File: src/rtl/iop_pkg.sv
package iop_pkg;
  typedef enum logic [1:0] {
    ST_IDLE,
    ST_FETCH,
    ST_XFER,
    ST_DONE
  } iop_state_e;

  localparam int unsigned DIR_DEV2MEM = 0;
  localparam int unsigned DIR_MEM2DEV = 1;
  localparam int unsigned CPU_OP_START = 1;
  localparam int unsigned DESC_WORDS = 3;
endpackage

File: src/rtl/iop_desc_fetch.sv
module iop_desc_fetch #(
  parameter int AW   = 8,
  parameter int DW   = 16,
  parameter int CW   = 8,
  parameter int DEVW = 4,
  parameter int BASE = 192
) (
  input  logic            clk,
  input  logic            rst_n,
  input  logic            start_i,
  input  logic [DEVW-1:0] dev_i,
  input  logic            gnt_i,
  input  logic [DW-1:0]   rdata_i,
  output logic            req_o,
  output logic [AW-1:0]   addr_o,
  output logic            done_o,
  output logic [DW-1:0]   op_o,
  output logic [AW-1:0]   daddr_o,
  output logic [CW-1:0]   cnt_o
);
  localparam int IW = 2;
  localparam logic [IW-1:0] LAST_IDX = IW'(iop_pkg::DESC_WORDS - 1);
  localparam logic [AW-1:0] BASE_A = AW'(BASE);

  logic            busy_q;
  logic [IW-1:0]   idx_q;
  logic [DEVW-1:0] dev_q;
  logic            done_q;
  logic [DW-1:0]   op_q;
  logic [AW-1:0]   daddr_q;
  logic [CW-1:0]   cnt_q;

  always_ff @(posedge clk or negedge rst_n) begin
    if (!rst_n) begin
      busy_q  <= 1'b0;
      idx_q   <= '0;
      dev_q   <= '0;
      done_q  <= 1'b0;
      op_q    <= '0;
      daddr_q <= '0;
      cnt_q   <= '0;
    end else begin
      done_q <= 1'b0;
      if (start_i) begin
        busy_q <= 1'b1;
        idx_q  <= '0;
        dev_q  <= dev_i;
      end else if (busy_q && gnt_i) begin
        case (idx_q)
          2'd0:    op_q    <= rdata_i;
          2'd1:    daddr_q <= rdata_i[AW-1:0];
          default: cnt_q   <= rdata_i[CW-1:0];
        endcase
        if (idx_q == LAST_IDX) begin
          busy_q <= 1'b0;
          done_q <= 1'b1;
        end else begin
          idx_q <= idx_q + 1'b1;
        end
      end
    end
  end

  assign req_o   = busy_q;
  assign addr_o  = BASE_A + AW'({dev_q, 2'b00}) + AW'(idx_q);
  assign done_o  = done_q;
  assign op_o    = op_q;
  assign daddr_o = daddr_q;
  assign cnt_o   = cnt_q;
endmodule

File: src/rtl/iop_xfer.sv
module iop_xfer #(
  parameter int AW = 8,
  parameter int DW = 16,
  parameter int CW = 8
) (
  input  logic          clk,
  input  logic          rst_n,
  input  logic          start_i,
  input  logic          dir_i,
  input  logic [AW-1:0] addr_i,
  input  logic [CW-1:0] cnt_i,
  input  logic          gnt_i,
  input  logic [DW-1:0] rdata_i,
  output logic          req_o,
  output logic          we_o,
  output logic [AW-1:0] addr_o,
  output logic [DW-1:0] wdata_o,
  input  logic          rx_valid_i,
  output logic          rx_ready_o,
  input  logic [DW-1:0] rx_data_i,
  output logic          tx_valid_o,
  input  logic          tx_ready_i,
  output logic [DW-1:0] tx_data_o,
  output logic          done_o
);
  logic          busy_q;
  logic          dir_q;
  logic          held_q;
  logic [AW-1:0] addr_q;
  logic [CW-1:0] cnt_q;
  logic [DW-1:0] hold_q;
  logic          done_q;

  logic d2m, m2d, wfire, rfire, tfire, step;

  always_comb begin
    d2m   = busy_q && (dir_q == 1'(iop_pkg::DIR_DEV2MEM));
    m2d   = busy_q && (dir_q == 1'(iop_pkg::DIR_MEM2DEV));
    wfire = d2m && rx_valid_i && gnt_i;
    rfire = m2d && !held_q && gnt_i;
    tfire = m2d && held_q && tx_ready_i;
    step  = wfire || tfire;
  end

  always_ff @(posedge clk or negedge rst_n) begin
    if (!rst_n) begin
      busy_q <= 1'b0;
      dir_q  <= 1'b0;
      held_q <= 1'b0;
      addr_q <= '0;
      cnt_q  <= '0;
      hold_q <= '0;
      done_q <= 1'b0;
    end else begin
      done_q <= 1'b0;
      if (start_i) begin
        busy_q <= 1'b1;
        dir_q  <= dir_i;
        held_q <= 1'b0;
        addr_q <= addr_i;
        cnt_q  <= cnt_i;
      end else begin
        if (rfire) begin
          hold_q <= rdata_i;
          held_q <= 1'b1;
        end
        if (tfire) held_q <= 1'b0;
        if (step) begin
          addr_q <= addr_q + 1'b1;
          cnt_q  <= cnt_q - 1'b1;
          if (cnt_q == CW'(1)) begin
            busy_q <= 1'b0;
            done_q <= 1'b1;
          end
        end
      end
    end
  end

  assign req_o      = (d2m && rx_valid_i) || (m2d && !held_q);
  assign we_o       = d2m;
  assign addr_o     = addr_q;
  assign wdata_o    = rx_data_i;
  assign rx_ready_o = wfire;
  assign tx_valid_o = m2d && held_q;
  assign tx_data_o  = hold_q;
  assign done_o     = done_q;
endmodule

File: src/rtl/iop_engine.sv
module iop_engine #(
  parameter int AW   = 8,
  parameter int DW   = 16,
  parameter int CW   = 8,
  parameter int DEVW = 4,
  parameter int OPW  = 4,
  parameter int BASE = 192
) (
  input  logic            clk,
  input  logic            rst_n,
  input  logic            cmd_valid,
  output logic            cmd_ready,
  input  logic [OPW-1:0]  cmd_op,
  input  logic [DEVW-1:0] cmd_dev,
  output logic            mem_req,
  output logic            mem_we,
  output logic [AW-1:0]   mem_addr,
  output logic [DW-1:0]   mem_wdata,
  input  logic            mem_gnt,
  input  logic [DW-1:0]   mem_rdata,
  input  logic            dev_rx_valid,
  output logic            dev_rx_ready,
  input  logic [DW-1:0]   dev_rx_data,
  output logic            dev_tx_valid,
  input  logic            dev_tx_ready,
  output logic [DW-1:0]   dev_tx_data,
  output logic            irq,
  output logic            irq_err
);
  import iop_pkg::*;

  iop_state_e state_q;
  logic       err_q;

  logic          f_start, f_req, f_done;
  logic [AW-1:0] f_addr, f_daddr;
  logic [DW-1:0] f_op;
  logic [CW-1:0] f_cnt;

  logic          x_start, x_req, x_we, x_done;
  logic [AW-1:0] x_addr;
  logic [DW-1:0] x_wdata;

  logic accept, op_ok, dir_ok, cnt_zero;

  always_comb begin
    accept   = (state_q == ST_IDLE) && cmd_valid;
    op_ok    = (cmd_op == OPW'(CPU_OP_START));
    dir_ok   = (f_op == DW'(DIR_DEV2MEM)) || (f_op == DW'(DIR_MEM2DEV));
    cnt_zero = (f_cnt == '0);
    f_start  = accept && op_ok;
    x_start  = (state_q == ST_FETCH) && f_done && dir_ok && !cnt_zero;
  end

  iop_desc_fetch #(.AW(AW), .DW(DW), .CW(CW), .DEVW(DEVW), .BASE(BASE)) u_fetch (
    .clk(clk), .rst_n(rst_n), .start_i(f_start), .dev_i(cmd_dev),
    .gnt_i(mem_gnt && (state_q == ST_FETCH)), .rdata_i(mem_rdata),
    .req_o(f_req), .addr_o(f_addr), .done_o(f_done),
    .op_o(f_op), .daddr_o(f_daddr), .cnt_o(f_cnt)
  );

  iop_xfer #(.AW(AW), .DW(DW), .CW(CW)) u_xfer (
    .clk(clk), .rst_n(rst_n), .start_i(x_start), .dir_i(f_op[0]),
    .addr_i(f_daddr), .cnt_i(f_cnt),
    .gnt_i(mem_gnt && (state_q == ST_XFER)), .rdata_i(mem_rdata),
    .req_o(x_req), .we_o(x_we), .addr_o(x_addr), .wdata_o(x_wdata),
    .rx_valid_i(dev_rx_valid), .rx_ready_o(dev_rx_ready), .rx_data_i(dev_rx_data),
    .tx_valid_o(dev_tx_valid), .tx_ready_i(dev_tx_ready), .tx_data_o(dev_tx_data),
    .done_o(x_done)
  );

  always_ff @(posedge clk or negedge rst_n) begin
    if (!rst_n) begin
      state_q <= ST_IDLE;
      err_q   <= 1'b0;
    end else begin
      case (state_q)
        ST_IDLE: if (accept) begin
          if (op_ok) begin
            state_q <= ST_FETCH;
          end else begin
            err_q   <= 1'b1;
            state_q <= ST_DONE;
          end
        end
        ST_FETCH: if (f_done) begin
          if (!dir_ok) begin
            err_q   <= 1'b1;
            state_q <= ST_DONE;
          end else if (cnt_zero) begin
            state_q <= ST_DONE;
          end else begin
            state_q <= ST_XFER;
          end
        end
        ST_XFER: if (x_done) state_q <= ST_DONE;
        default: begin
          err_q   <= 1'b0;
          state_q <= ST_IDLE;
        end
      endcase
    end
  end

  always_comb begin
    mem_req   = 1'b0;
    mem_we    = 1'b0;
    mem_addr  = '0;
    mem_wdata = '0;
    if (state_q == ST_FETCH) begin
      mem_req  = f_req;
      mem_addr = f_addr;
    end else if (state_q == ST_XFER) begin
      mem_req   = x_req;
      mem_we    = x_we;
      mem_addr  = x_addr;
      mem_wdata = x_wdata;
    end
  end

  assign cmd_ready = (state_q == ST_IDLE);
  assign irq       = (state_q == ST_DONE);
  assign irq_err   = (state_q == ST_DONE) && err_q;
endmodule

File: config.mk
export PLATFORM = sky130hd
export DESIGN_NAME = iop_engine
export DESIGN_NICKNAME = d
export VERILOG_FILES = /design/src/rtl/iop_pkg.sv /design/src/rtl/iop_desc_fetch.sv /design/src/rtl/iop_xfer.sv /design/src/rtl/iop_engine.sv
export SDC_FILE = /design/constraint.sdc
export NUM_CORES = 1
export LEC_CHECK = 0
export ABC_AREA = 1
export BUFFER_PORTS_ARGS = -buffer_cell sky130_fd_sc_hd__buf_2
export CAP_MARGIN = 0
export CORE_MARGIN = 5
export CORE_UTILIZATION = 42
export CTS_CLUSTER_SIZE = 24
export DETAILED_ROUTE_END_ITERATION = 8
export SYNTH_ARGS = -nofsm -noshare
export SYNTH_HDL_FRONTEND = slang
export SYNTH_HIERARCHICAL = 1
export SYNTH_SLANG_ARGS = --single-unit
export TNS_END_PERCENT = 20
File: constraint.sdc
create_clock -name clk -period 5.7 [get_ports clk]
set_input_delay 0.57 -clock clk [delete_from_list [all_inputs] [get_ports clk]]
set_output_delay 0.57 -clock clk [all_outputs]
set_load 0.05 [all_outputs]
==> metrics, run 1 <==
num rows 37; RSZ-0062 raised after global routing false; Die Area 12900 um2; final std cells w/o fill 810; Fin Clk Skew 0.0139 ns; Adder-Cell Fraction of Synth Area 0.0278; post-synthesis mux area share 0.00223; leakage power figure 0.00294 uW; iteration count of the initial detailed-routing pass 5; share of post-route cells with drive strength above 1 0.203; Die Y 113 um; worst setup path category reg2out; Post-CTS Setup Inserts 0; clock transition at the registers of the reported paths 0.09 ns; CP Max Fanout 32; max-slew violation count 0; # setup viols final 0; Rel. slew slack 0.304; largest net degree at the start of global routing 80; top cell family by delay on the critical path buffers and inverters; most common cell after layout, fill and taps aside nand2_1; Crit. End Element primary output; post-synth top area share 0.440; Initial Util 0.433; FF+latch count, synth 79; Seq/Total Area, Yosys 0.440; synthesis-to-finish area growth 11.5%; Crit path buffers/inverters 3; layout net count 727; Iteration-0 DRC Markers 162; TritonCTS clock tree built; worst slew pin tran 1.04 ns; I/O pin count 93; Startpoint Class flip-flop; Post-Syn Area 4490 um2; total number of vias 3842; H-tree levels 3; Req. time, crit path 5.13 ns; Root Driver clkbuf_8; GRT Total Usage 0.169; Top FF cell, synth dfrtp_1; most frequent cells in the layout nand2_1 (229), buf_2 (91), dfrtp_1 (79), inv_1 (65), nand3_1 (63); outcome completed; Max Freq 304 MHz; Total Wirelength 10.2 mm; top post-synthesis cells by area dfrtp_1 (44%), nand2_1 (19%), nand3_1 (7.0%), inv_1 (5.4%), nor2_1 (4.1%); Port Buf Inserts 92; CTS Buf Count 9; global route overflow 0; vias in the first global route 3758; min cycle time layout 3.29 ns; Vias/cell 4.74; synth warn 6; PD cells 194 nW/um2; Yosys cell types 35; Post-DRT Antenna Nets 0; Mapped Cells 605; fin util 0.483; initial antenna violation count 0; Compound-Gate Fraction of Synth Area 0.0537; Fin. Hold Viols 0; XOR/XNOR share of the synthesized area 0.00780; leading area contributor after synthesis dfrtp_1; cells along the critical path inv_1, ha_1, clkinv_1, nand3_1, nand2_1, buf_2; Sink Count 79; main combinational cell family by area after synthesis simple AND/OR/NAND/NOR gates; Worst path slowest cell ha_1; syn avg cell area 7.43 um2; Synth Area in Simple Gates 0.346; wire length of the first global-routing pass 17.7 mm; ANT cells 0; worst vdd ir 0.0961 mV; crit path DAT 2.72 ns; dpl cells 796; Fin Setup TNS 0 ns; clock latency on the worst-skew pair 0.35 ns; Die Wd 113 um; Max-Cap Viols 0; Hold Path Class in2async; DRC violations left 0; Final Cycle Share 0.578; CTS max path bufs 2; placer congestion estimate 0.829; Post-synth EDFFs 0; Core Box Area 10400 um2; Final HPWL DP 7.54 mm; Avg WL per Cell 12.6 um; hold_buf cts 0; FFs w/ async S/R, synth 1.00; slowest cell delay on critical path 0.85 ns; # resized after CTS 0
==> power by group <==
| group | internal [uW] | switching (uW) |
|---|---|---|
| registers | 561 | 0.246 |
| logic | 18.0 | 49.5 |
| clock network | 153 | 189 |
| total | 731 | 239 |
==> path summary, 6_finish.rpt <==
path | from | to | slack, ns | cells past startpoint
hold reg to reg | u_fetch/daddr_o[1] | u_fetch/daddr_o[1] | 0.47 | 2
hold / removal | rst_n | u_xfer/tx_data_o[2] | 0.39 | 1
setup / recovery | state_q[1] | mem_addr[4] | 2.41 | 6
min in group clk | cmd_dev[3] | u_fetch/dev_q[3] | 0.42 | 3
setup reg to reg | state_q[1] | u_xfer/tx_data_o[7] | 2.93 | 9
max in group asynchronous | rst_n | u_xfer/addr_o[4] | 4.69 | 1
==> stage by stage <==
stage | power, uW | hold WS, ns | instance area [um2] | setup slack, ns
after global placement | 641 | 0.450 | 4870 | 2.91
after CTS | 983 | 0.415 | 5010 | 2.36
after global routing | 1010 | 0.423 | 5010 | 2.10
after floorplan | 611 | 0.274 | 4500 | 3.45
final | 970 | 0.395 | 5010 | 2.41
after detailed placement | 641 | 0.459 | 4870 | 2.76
==> logic make-up after synthesis <==
kind of cell	count (synthesis)
other cells	1
flops	79
compound gates	34
fa+ha+maj	10
mux	1
simple gates	366
buf+inv	110
xor+xnor	4
==> final cells by class <==
cell class	instances	area, um2
Sequential cell	79	1980
Timing Repair Buffer	94	478
Tap cell	136	170
Fill cell	1109	5360
Clock buffer	12	135
Multi-Input combinational cell	417	1980
Inverter	70	265
Clock inverter	2	10.0
==> routing by layer <==
layer | vias up | track usage | part of all wire | wire, um
met5 | - | 0 | 0 | 0
met4 | 0 | 0.0577 | 0.0097 | 99
met3 | 7 | 0.0340 | 0.066 | 671
met2 | 93 | 0.265 | 0.46 | 4650
met1 | 1764 | 0.234 | 0.47 | 4800
li1 | 1978 | - | - | -
==> registers in the layout (all words and copies together), names as in the netlist, 2 cells and up <==
register / flops
u_fetch/dev_q: 4
u_fetch/daddr_o: 8
state_q: 2
u_xfer/tx_data_o: 16
u_xfer/cnt_q: 8
u_fetch/op_o: 16
u_fetch/cnt_o: 8
u_fetch/idx_q: 2
u_xfer/addr_o: 8
==> cells in the mapped netlist, types with 3 or more instances <==
master     n
buf_2     11
buf_4     23
buf_6      4
dfrtp_1   79
ha_1      10
inv_1     65
inv_2      3
nand2_1  229
nand3_1   63
nand4_1   10
nor2_1    49
o21ai_0   10
o21ai_2   16
or2_2      4
No activity file was read; power rests on OpenSTA's default activity.
==> run 2, diff against run 1 <==
==> constraint.sdc (replaced) <==
create_clock -name clk -period 3.1 [get_ports clk]
set_input_delay 0.31 -clock clk [delete_from_list [all_inputs] [get_ports clk]]
set_output_delay 0.31 -clock clk [all_outputs]
set_load 0.05 [all_outputs]
==> run 2 against run 1 <==
Core utilization grew 0.81 points. Sequential share of layout area shrank 0.65 points. Combinational power grew 84%. Register-to-register slack lost 2.0 ns. Worst hold slack lost 0.29 ns. Flip-flop and latch count is the same. Highest routed layer unchanged. Non-clock buffer count grew 3. Critical endpoint is now mem_req. Die area is the same. Clock power grew 130%. Sequential power grew 84%.
==> metrics, run 2 (same netlist as run 1, synthesis figures left out) <==
Pint 1460 uW (was 731 uW); DR WL met3 691 um (was 671 um); GRT Total Usage 0.167 (was 0.169); Avg WL per Cell 12.9 um (was 12.6 um); leakage power figure 0.00298 uW (was 0.00294 uW); clock transition at the registers of the reported paths 0.09 ns (about the same); Fin Clk Skew 0.00873 ns (was 0.0139 ns); Die Wd 113 um (unchanged); global route overflow 0 (unchanged); Post-CTS Setup Inserts 0 (unchanged); Logic pwr share 0.064 (was 0.070); H-tree levels 3 (unchanged); worst reg2reg path depth 9 (unchanged); cells along the critical path inv_1, ha_1, buf_4, clkinv_1, nand3_1, nand2_1, buf_2 (was inv_1, ha_1, clkinv_1, nand3_1, nand2_1, buf_2); layout net count 730 (was 727); Final Cycle Share 0.822; Rel. slew slack 0.346 (was 0.304); wire length of the first global-routing pass 17.6 mm (was 17.7 mm); Crit. path cell count 7 (was 6); TritonCTS clock tree built (unchanged); area of the multi-input gates 1980 um2 (unchanged); hold_buf cts 0 (unchanged); iteration count of the initial detailed-routing pass 4 (was 5); final std cells w/o fill 815 (was 810); Fin Setup TNS 0 ns (unchanged); Storage cell area 1980 um2 (unchanged); synthesis-to-finish area growth 13.4% (was 11.5%); PD cells 383 nW/um2 (was 194 nW/um2); Post-DRT Antenna Nets 0 (unchanged); num rows 37 (unchanged); fillcell total 1044 (was 1109); Vias/cell 4.78 (was 4.74); # setup viols final 0 (unchanged); I/O pin count 93 (unchanged); max-slew violation count 0 (unchanged); Req. time, crit path 2.79 ns (was 5.13 ns); met2 wire length 4.79 mm (was 4.65 mm); sw frac 0.251 (was 0.246); Root Driver clkbuf_8 (unchanged); most frequent cells in the layout nand2_1 (229), buf_2 (91), dfrtp_1 (79), inv_1 (65), nand3_1 (63) (unchanged); switching power 491 uW (was 239 uW); Clk pwr share 0.408 (was 0.352); # resized after CTS 0 (unchanged); Iteration-0 DRC Markers 224 (was 162); largest net degree at the start of global routing 80 (unchanged); slowest cell delay on critical path 0.41 ns (was 0.85 ns); min cycle time layout 2.55 ns; Worst path slowest cell dfrtp_1 (was ha_1); dpl cells 799 (was 796); CTS Buf Count 9 (unchanged); most common cell after layout, fill and taps aside nand2_1 (unchanged); register share of total power 0.528 (was 0.578); crit path DAT 2.24 ns (was 2.72 ns); clock latency on the worst-skew pair 0.35 ns (about the same); Total Wirelength 10.5 mm (was 10.2 mm); worst setup path category reg2out (unchanged); Final HPWL DP 7.70 mm (was 7.54 mm); Hold Path Class in2async (unchanged); RSZ-0062 raised after global routing false (unchanged); outcome completed (unchanged); Startpoint Class flip-flop (unchanged); initial antenna violation count 0 (unchanged); Port Buf Inserts 92 (unchanged); M1 WL 4.84 mm (was 4.80 mm); Max Freq 392 MHz; CTS max path bufs 2 (unchanged); Crit path buffers/inverters 4 (was 3); placer congestion estimate 0.912 (was 0.829); DRC violations left 0 (unchanged); Fin. Hold Viols 0 (unchanged); Die Area 12900 um2 (unchanged); Initial Util 0.433 (unchanged); Top Layer Used met4 (unchanged); top cell family by delay on the critical path buffers and inverters (unchanged); total number of vias 3897 (was 3842); Sink Count 79 (unchanged); Max-Cap Viols 0 (unchanged); vias in the first global route 3722 (was 3758); worst slew pin tran 0.982 ns (was 1.04 ns); CP Max Fanout 24 (was 32); worst vdd ir 0.186 mV (was 0.0961 mV); Crit. End Element primary output (unchanged); Die Y 113 um (unchanged); ANT cells 0 (unchanged); Core Box Area 10400 um2 (unchanged); share of post-route cells with drive strength above 1 0.214 (was 0.203)
-- run 2: per-layer routing --
metal  global-route usage  up-vias
li1                     -     1992
met1                0.237     1760
met2                0.263      130
met3               0.0223       15
met4               0.0601        0
met5                    0        -
-- run 2: final timing paths --
path,from,endpoint,slack [ns]
worst max-delay path,state_q[1],mem_req,0.55
worst min-delay path,rst_n,u_xfer/tx_data_o[6],0.1
worst max register to register,state_q[1],u_fetch/op_o[2],0.96
worst min register to register,u_fetch/op_o[9],u_fetch/op_o[9],0.48
max in group asynchronous,rst_n,u_xfer/addr_o[6],2.36
min in group clk,cmd_dev[2],u_fetch/dev_q[2],0.16
-- run 2: power by group through the flow --
stage               registers (uW)  clock network [uW]  logic, uW
finish                        1030                 797        124
global route                  1030                 864        139
CTS                           1030                 822        128
detailed placement            1050                   0        128
global placement              1050                   0        126
floorplan                     1050                   0       72.8
-- run 2: per-stage QoR --
| stage | area, um2 | utilization | hold WS [ns] | setup WS (ns) | total power [uW] |
|---|---|---|---|---|---|
| after floorplan | 4500 | - | 0.0144 | 1.06 | 1120 |
| after global placement | 4890 | 0.471 | 0.455 | 0.995 | 1180 |
| after detailed placement | 4890 | 0.471 | 0.459 | 0.912 | 1180 |
| after CTS | 5090 | 0.491 | 0.145 | 0.514 | 1980 |
| after global routing | 5090 | 0.491 | 0.160 | 0.301 | 2030 |
| final | 5090 | 0.491 | 0.0998 | 0.552 | 1950 |
-- run 2: final cells by class --
cell class              count  share of cell area
inverters                  70              0.0521
well taps                 136              0.0334
clock buffers              10              0.0270
repair buffers             97              0.0982
clock inverters             6              0.0135
multi-input cells         417               0.388
flip-flops and latches     79               0.388
==> run 3, diff against run 2 <==
==> constraint.sdc (replaced) <==
create_clock -name clk -period 2.6 [get_ports clk]
set_input_delay 0.26 -clock clk [delete_from_list [all_inputs] [get_ports clk]]
set_output_delay 0.26 -clock clk [all_outputs]
set_load 0.05 [all_outputs]
==> run 3 against run 2 <==
Critical path depth did not move. Via count shrank 0.72%. Count of clock-buffer cells in the layout is 1 higher. Register-to-register slack got worse by 0.43 ns. Wire length shrank 1.6%. Design area is 0.17% higher. Largest cell class unchanged. Core utilization increased by 0.084 points. Worst setup slack worse by 0.24 ns. Clock power is 18% higher. Sequential share of layout area shrank 0.067 points. Global-route usage is 0.054 points lower. First-iteration DRC count decreased by 33%.
==> metrics, run 3 (same netlist as run 1, synthesis figures left out) <==
outcome completed (unchanged); Die Wd 113 um (unchanged); hold_buf cts 0 (unchanged); clock latency on the worst-skew pair 0.35 ns (about the same); min cycle time layout 2.29 ns; slowest cell delay on critical path 0.41 ns (about the same); most frequent cells in the layout nand2_1 (229), buf_2 (91), dfrtp_1 (79), inv_1 (65), nand3_1 (63) (unchanged); PD cells 455 nW/um2 (was 383 nW/um2); fillcell total 1066 (was 1044); sw frac 0.241 (was 0.251); Die Y 113 um (unchanged); Sink Count 79 (unchanged); Startpoint Class flip-flop (unchanged); DRC violations left 0 (unchanged); total power 2320 uW (was 1950 uW); iteration count of the initial detailed-routing pass 7 (was 4); total number of vias 3869 (was 3897); Req. time, crit path 2.34 ns (was 2.79 ns); clock transition at the registers of the reported paths 0.08 ns (was 0.09 ns); Final HPWL DP 7.64 mm (was 7.70 mm); Reg2Reg Setup Slack 0.53 ns (was 0.96 ns); TritonCTS clock tree built (unchanged); worst reg2reg path depth 9 (unchanged); CTS Buf Count 9 (unchanged); Initial Util 0.433 (unchanged); CP Max Fanout 25 (was 24); leakage power figure 0.00299 uW (was 0.00298 uW); max-slew violation count 0 (unchanged); wire length of the first global-routing pass 17.5 mm (was 17.6 mm); Root Driver clkbuf_8 (unchanged); worst setup path category reg2out (unchanged); register share of total power 0.529 (was 0.528); largest net degree at the start of global routing 80 (unchanged); Post-CTS Setup Inserts 0 (unchanged); Max Freq 436 MHz; Core Box Area 10400 um2 (unchanged); Fin. Hold Viols 0 (unchanged); Final Cycle Share 0.882; initial antenna violation count 0 (unchanged); # setup viols final 0 (unchanged); synthesis-to-finish area growth 13.6% (was 13.4%); Post-DRT Antenna Nets 0 (unchanged); Crit. End Element primary output (unchanged); GRT Total Usage 0.167 (about the same); layout net count 730 (unchanged); switching power 559 uW (was 491 uW); CTS max path bufs 2 (unchanged); share of post-route cells with drive strength above 1 0.215 (was 0.214); FF-to-FF Start state_q[1] (unchanged); Die Area 12900 um2 (unchanged); most common cell after layout, fill and taps aside nand2_1 (unchanged); Avg WL per Cell 12.7 um (was 12.9 um); Vias/cell 4.75 (was 4.78); Max-Cap Viols 0 (unchanged); num rows 37 (unchanged); ANT cells 0 (unchanged); vias in the first global route 3755 (was 3722); Reg-to-Reg End u_fetch/op_o[4] (was u_fetch/op_o[2]); I/O pin count 93 (unchanged); H-tree levels 3 (unchanged); Fin Clk Skew 0.00834 ns (was 0.00873 ns); Rel. slew slack 0.341 (was 0.346); Iteration-0 DRC Markers 149 (was 224); cells along the critical path inv_1, ha_1, buf_6, clkinvlp_4, nand3_1, nand2_1, buf_2 (was inv_1, ha_1, buf_4, clkinv_1, nand3_1, nand2_1, buf_2); Fin Setup TNS 0 ns (unchanged); # resized after CTS 0 (unchanged); placer congestion estimate 0.887 (was 0.912); Logic pwr share 0.065 (was 0.064); Hold Path Class in2async (unchanged); Total Wirelength 10.3 mm (was 10.5 mm); worst slew pin tran 0.988 ns (was 0.982 ns); global route overflow 0 (unchanged); Clk pwr share 0.406 (was 0.408); crit path DAT 2.03 ns (was 2.24 ns); Port Buf Inserts 92 (unchanged); worst vdd ir 0.272 mV (was 0.186 mV); Pint 1760 uW (was 1460 uW); Worst path slowest cell dfrtp_1 (unchanged); RSZ-0062 raised after global routing false (unchanged)
run 3: cell types whose count changed in the layout (fill, tap and decap cells not counted):
cell | previous run | this run
clkinv_4 | 2 | 1
clkbuf_8 | 10 | 11
clkinv_1 | 1 | 0
buf_6 | 0 | 1
buf_4 | 6 | 5
inv_6 | 1 | 0
clkinv_2 | 1 | 2
clkinvlp_4 | 1 | 2
run 3: worst max path at each step:
stage	to	from
global placement	u_xfer/cnt_q[2]	u_fetch/op_o[3]
detailed placement	mem_addr[0]	state_q[1]
global route	mem_addr[0]	state_q[1]
CTS	mem_addr[0]	state_q[1]
finish	mem_addr[0]	state_q[1]
floorplan	u_fetch/op_o[10]	state_q[1]
run 3: power by group through the flow:
stage	logic [uW]	registers, uW	clock network (uW)
final	150	1230	943
after floorplan	86.8	1250	0
after global placement	151	1250	0
after detailed placement	153	1250	0
after global routing	165	1230	1030
after CTS	154	1230	974
run 3: routing by layer:
metal,track usage,part of all wire
met3,0.0345,0.057
met4,0.0497,0.015
met5,0,0
met2,0.275,0.46
met1,0.222,0.47
run 3: area by class of cell:
cell class              instances  area, um2  area share
flip-flops and latches         79       1980       0.387
multi-input cells             417       1980       0.387
clock buffers                  11        151      0.0297
well taps                     136        170      0.0333
repair buffers                 97        504      0.0988
inverters                      70        269      0.0527
clock inverters                 5       56.3      0.0110
run 3: through the flow:
step | utilization | setup WS (ns) | instances | area, um2 | hold WS (ns)
floorplan | - | 0.565 | 606 | 4500 | -0.0356
global placement | 0.471 | 0.606 | 799 | 4890 | 0.454
detailed placement | 0.471 | 0.520 | 799 | 4890 | 0.459
CTS | 0.491 | 0.108 | 815 | 5100 | 0.0997
global route | 0.492 | 0.0905 | 815 | 5100 | 0.109
finish | 0.492 | 0.308 | 815 | 5100 | 0.0791
run 3: worst max-delay path, delay by kind of cell, from the launching register on:
kind | cells | cell delay (ns)
adders and majority gates | 1 | 0.32
buffers and inverters | 4 | 0.78
and+or+nand+nor | 2 | 0.18
DFF | 1 | 0.41
